==> src/rtl/tl_pkg.sv <==
package tl_pkg;

  typedef enum logic {
    PH_NS = 1'b0,
    PH_EW = 1'b1
  } phase_e;

  // Next state on a decision edge: green moves only toward a waiting car
  function automatic phase_e tl_next_phase(phase_e cur, logic car_ns, logic car_ew);
    phase_e nxt;
    nxt = cur;
    case (cur)
      PH_NS:   if (car_ew) nxt = PH_EW;
      PH_EW:   if (car_ns) nxt = PH_NS;
      default: nxt = PH_NS;
    endcase
    return nxt;
  endfunction

  // Light decode, returned as {green_ew, green_ns}
  function automatic logic [1:0] tl_lights(phase_e cur);
    return (cur == PH_EW) ? 2'b10 : 2'b01;
  endfunction

endpackage

==> src/rtl/tl_interval_timer.sv <==
module tl_interval_timer #(
  parameter int unsigned TICKS_PER_UPDATE = 32'd3_000_000_000
) (
  input  logic clk,
  input  logic rst,
  output logic tick
);
  localparam int unsigned CNT_W = (TICKS_PER_UPDATE > 1) ? $clog2(TICKS_PER_UPDATE) : 1;
  localparam logic [CNT_W-1:0] LAST = CNT_W'(TICKS_PER_UPDATE - 1);

  logic [CNT_W-1:0] cnt_q;
  logic             at_last;

  assign at_last = (cnt_q == LAST);

  always_ff @(posedge clk) begin
    if (rst) begin
      cnt_q <= '0;
    end else if (at_last) begin
      cnt_q <= '0;
    end else begin
      cnt_q <= cnt_q + 1'b1;
    end
  end

  assign tick = at_last;
endmodule

==> src/rtl/tl_phase_reg.sv <==
module tl_phase_reg
  import tl_pkg::*;
(
  input  logic   clk,
  input  logic   rst,
  input  logic   tick,
  input  logic   car_ns,
  input  logic   car_ew,
  output phase_e phase_q
);
  always_ff @(posedge clk) begin
    if (rst) begin
      phase_q <= PH_NS;
    end else if (tick) begin
      phase_q <= tl_next_phase(phase_q, car_ns, car_ew);
    end
  end
endmodule

==> src/rtl/tl_light_drv.sv <==
module tl_light_drv
  import tl_pkg::*;
(
  input  phase_e cur,
  output logic   green_ns,
  output logic   green_ew
);
  logic [1:0] lamp;

  always_comb begin
    lamp = tl_lights(cur);
  end

  assign green_ns = lamp[0];
  assign green_ew = lamp[1];
endmodule

==> src/rtl/tl_crossing_ctrl.sv <==
module tl_crossing_ctrl
  import tl_pkg::*;
#(
  parameter int unsigned TICKS_PER_UPDATE = 32'd3_000_000_000
) (
  input  logic clk,
  input  logic rst,
  input  logic car_ns,
  input  logic car_ew,
  output logic green_ns,
  output logic green_ew,
  output logic phase
);
  logic   upd_tick;
  phase_e phase_cur;

  tl_interval_timer #(
    .TICKS_PER_UPDATE(TICKS_PER_UPDATE)
  ) u_timer (
    .clk  (clk),
    .rst  (rst),
    .tick (upd_tick)
  );

  tl_phase_reg u_state (
    .clk     (clk),
    .rst     (rst),
    .tick    (upd_tick),
    .car_ns  (car_ns),
    .car_ew  (car_ew),
    .phase_q (phase_cur)
  );

  tl_light_drv u_lights (
    .cur      (phase_cur),
    .green_ns (green_ns),
    .green_ew (green_ew)
  );

  assign phase = phase_cur;
endmodule

==> config.mk <==
export PLATFORM = sky130hd
export DESIGN_NAME = tl_crossing_ctrl
export DESIGN_NICKNAME = d
export VERILOG_FILES = /design/src/rtl/tl_pkg.sv /design/src/rtl/tl_interval_timer.sv /design/src/rtl/tl_phase_reg.sv /design/src/rtl/tl_light_drv.sv /design/src/rtl/tl_crossing_ctrl.sv
export SDC_FILE = /design/constraint.sdc
export NUM_CORES = 1
export LEC_CHECK = 0
export ABC_AREA = 1
export BUFFER_PORTS_ARGS = -buffer_cell sky130_fd_sc_hd__buf_2
export CAP_MARGIN = 20
export CORE_ASPECT_RATIO = 2
export CORE_UTILIZATION = 39
export CTS_BUF_LIST = sky130_fd_sc_hd__clkbuf_8 sky130_fd_sc_hd__clkbuf_16
export CTS_CLUSTER_SIZE = 10
export DETAILED_ROUTE_END_ITERATION = 16
export HOLD_SLACK_MARGIN = 0.02
export MAX_ROUTING_LAYER = met4
export SETUP_SLACK_MARGIN = 0.1
export SLEW_MARGIN = 30
export SYNTH_ARGS = -nofsm -noshare
export SYNTH_HDL_FRONTEND = slang
export SYNTH_HIERARCHICAL = 1
export SYNTH_SLANG_ARGS = --single-unit
==> constraint.sdc <==
create_clock -name clk -period 3.6 [get_ports clk]
set_clock_uncertainty 0.2 [all_clocks]
set_input_delay 1.08 -clock clk [delete_from_list [all_inputs] [get_ports clk]]
set_output_delay 1.08 -clock clk [all_outputs]
set_load 0.01 [all_outputs]
# --- After elaboration in Yosys (flattened, before gate mapping) ---
# Cells that the tools add are included.
classes:
  n_mux: 4
  eq_ne: 1
  n_addsub: 1
  bitwise: 1
  n_reduce_logical: 1
ops:
  columns: ["op", "count"]
  rows:
  - ["32-bit by 1-bit adder with 32-bit output, second input constant", 1]
  - ["32-bit == test, second input constant", 1]
  - ["1-bit two-way mux", 2]
  - ["2-bit two-way mux", 1]
  - ["1-bit one-hot mux with 2 select lines", 1]
  - ["2-bit OR reduction", 1]
  - ["1-bit inverter", 1]
totals:
  wordCells: 10
  register_bits: 33
  output_inout_bits: 3
  inputBits: 4

# --- Longest topological paths before layout ---
logic_depth:
  word_depth: 2
  mapped_depth: 10
  mapped_depth_nobuf: 10

# --- Modules after synthesis ---
# The synthesis kept the hierarchy.
by_module_without_submodules:
  columns: ["mod", "instances", "cells_per_inst", "seq_area_each_um2", "area_each_um2"]
  rows:
  - ["tl_interval_timer", 1, 293, 640.6, 1790.5]
  - ["tl_phase_reg", 1, 6, 20.0, 41.3]
  - ["tl_light_drv", 1, 2, 0.0, 11.3]

# --- Worst setup path before layout ---
# Ideal clock, no wire load.
synth_timing:
  path_kind: "register to output"
  from: "reg u_state.phase_q"
  to: "out green_ew"
  required_ns: 2.320
  path_stages_with_launch: 2
  slack_ns: 1.771
  arrival_ns: 0.549
  cell_sequence: "dfxtp_1 > buf_4"
synth_between:
  elab_chain_cells: 1
synth_rtl:
  columns: ["item", "line_no", "text"]
  rows:
  - ["start, declared", "tl_phase_reg.sv:9", "output phase_e phase_q"]
  - ["start signal, assigned", "tl_phase_reg.sv:15", "phase_q <= tl_next_phase(phase_q, car_ns, car_ew);"]
  - ["2-bit two-way mux", "tl_pkg.sv:22", "return (cur == PH_EW) ? 2'b10 : 2'b01;"]
  - ["end, declared", "tl_crossing_ctrl.sv:11", "output logic green_ew,"]
# Every way passes these cells.

# --- Worst setup path in the final report ---
layout_timing:
  from: "reg u_state.phase_q"
  to: "out green_ns"
layout_between:
  elab_chain_cells: 1
layout_rtl:
  columns: ["item", "line_no", "text"]
  rows:
  - ["2-bit two-way mux", "tl_pkg.sv:22", null]
  - ["end, declared", "tl_crossing_ctrl.sv:10", "output logic green_ns,"]
# Every way passes these cells.

==> flow_summary.toml <==
[logic_synthesis]
synthTopCellsByCount = "110 x nand2_1, 67 x nor2_1, 35 x inv_1"
synth_cell_types = 17
synth_seq_cells = 33
synth_top_cell_by_area = "dfxtp_1"
async_reset_ff_share_pct = 0
synth_seq_area_share_pct = 35.8
synth-main-ff-cell = "dfxtp_1"
netlist.area_leader.share_pct = 35.8
synth.most_common_cell = "nand2_1"
synth_area_um2 = 1840
yosys_warnings = 6
synth_edf_count = 0
synth_fp_nets = 306
yosys-top-cells-area = "dfxtp_1 36%, nand2_1 22%, nor2_1 14%"
synth_cells = 301
synth_area_per_cell_um2 = 6.12

[floorplan]
fp-row-count = 35
coreArea_um2 = 4550
ioPinCount = 7
die-area_um2 = 5020
die_height_um = 99.2
initial_core_util_pct = 40.5
dieWidth_um = 50.6

[clock_tree]
clk_pin_slew_ps = 60
cts_buffers = 5
cts_tree = "yes"
cts_buffer_depth = 2
htreeDepth = 2
cts_setup_buffers = 0
root_buffer = "clkbuf_8"
cts_sinks = 33
hold_buffers = 0
cts_resized = 0
insertion_delay_ps = 280

[placed_design]
hpwl_um = 3550
port_buffers = 6
gp_congestion = 0.861
dp_cells = 358

[routing]
via_per_inst = 4.83
drtIter0Drc = 44
ant_nets = 0
wl_per_cell_um = 12.3
drcViolationCount = 0
vias = 1763
wl_um = 4490
first_pass_iters = 4

[worst_setup_path]
cp-start-kind = "flip-flop"
critPathMaxFanout = 5
crit_path_end_kind = "output port"
ff2ff_path_depth = 8
path_class = "reg2out"
critPathLaunch = "u_state/phase_q"
critPathArrivalTime_ps = 820
r2r-end = "u_timer/cnt_q[28]"
cp.required_ps = 2320
rrSetupSlack_ps = 1690
reg2reg_from = "u_timer/cnt_q[0]"

[power_and_ir_drop]
design_power_total_uw = 664
powerDensity_nw_per_um2 = 334
power_leakage_nw = 0.702
irDropWorstVdd_mv = 0.289

[global_route]
antenna_found_initial = 0
grt_max_degree = 33
track_usage_pct = 20.7
grt-ovfl-total = 0
first_global_vias = 1637
grt_pass1_wl_um = 7400

[finish]
antenna_cells = 0
finalNetCount = 315
syn_to_final_growth_pct = 7.81
instances_no_fill = 365
layout-drive-gt1-share_pct = 7.10

[sta]
setup_violations = 0
fin_tns_setup_ps = 0
fmax_mhz = 476
slew_viol_final = 0
worstMarginPinSlew_ps = 367
timing.final.crit_period_ps = 2100
final.period_utilization_pct = 58.4
slew_headroom_pct = 75.5
hold_ws_ps = 267
hold_viol_final = 0
rsz0062_at_grt = "no"

[outcome]
outcome = "finished clean"

[min_path]
min_from = "u_timer/cnt_q[0]"
hp-class = "reg2reg"
hold-path-endpoint = "u_timer/cnt_q[0]"
whs_path_depth = 1

[job]
cap_violations = 0
## layout by cell type (no fill, tap or decap), drive strengths merged, types with 4 or more instances in the layout
cell type / synthesis / final
a21oi: 11 / 11
buf: 4 / 6
clkbuf: 0 / 6
dfxtp: 33 / 33
inv: 35 / 36
nand2: 112 / 112
nand3: 16 / 16
nor2: 74 / 74
xnor2: 6 / 6
xor2: 4 / 4
## power by group
| part | total, mW | switching (mW) | leakage, nW | internal (mW) |
|---|---|---|---|---|
| registers | 0.370 | 0.00238 | 0.266 | 0.368 |
| clock network | 0.279 | 0.130 | 0.0485 | 0.149 |
| logic | 0.0146 | 0.00977 | 0.388 | 0.00484 |
## layout make-up
| type | instances | area (um2) |
|---|---|---|
| Clock buffer | 6 | 82.6 |
| Clock inverter | 1 | 3.75 |
| Fill cell | 546 | 2570 |
| Inverter | 35 | 131 |
| Multi-Input combinational cell | 229 | 1010 |
| Sequential cell | 33 | 661 |
| Tap cell | 55 | 68.8 |
| Timing Repair Buffer | 6 | 30.0 |
## per-stage QoR
stage          util, %  area [um2]  setup slack, ps
3_3_place_gp      41.7        1900             1650
6_report          43.6        1990             1500
3_5_place_dp      41.7        1900             1610
2_1_floorplan        -        1840             1770
4_1_cts           43.6        1990             1480
5_1_grt           43.6        1990             1440
## registers in the layout, indices dropped and copies added, names as in the netlist
register	count
u_state/phase_q	1
u_timer/cnt_q	32
## logic make-up after synthesis
logic type      after synthesis  share of synthesized area (%)
flops                        33                           35.8
simple gates                204                           45.6
fa+ha+maj                     1                          0.679
compound gates               14                           3.80
xor+xnor                     10                           4.75
buf+inv                      39                           9.37
## critical path: stages (launching register included)
cell and delay, ps:
dfxtp_1 370, inv_1 50, buf_2 130
## layer usage
| layer | part of all wire, % | GRT usage, % |
|---|---|---|
| met1 | 36 | 19.1 |
| met2 | 56 | 37.5 |
| met3 | 2.0 | 3.36 |
| met4 | 5.7 | 13.9 |
| met5 | 0 | - |
## how the worst max path moves through the flow
stage                            end  cells after the start
finish                      green_ns                      2
floorplan                   green_ew                      1
CTS                         green_ns                      2
global placement    u_timer/cnt_q[3]                      4
global route                green_ns                      2
detailed placement  u_timer/cnt_q[9]                      4
(Power assumes the default switching activity.)
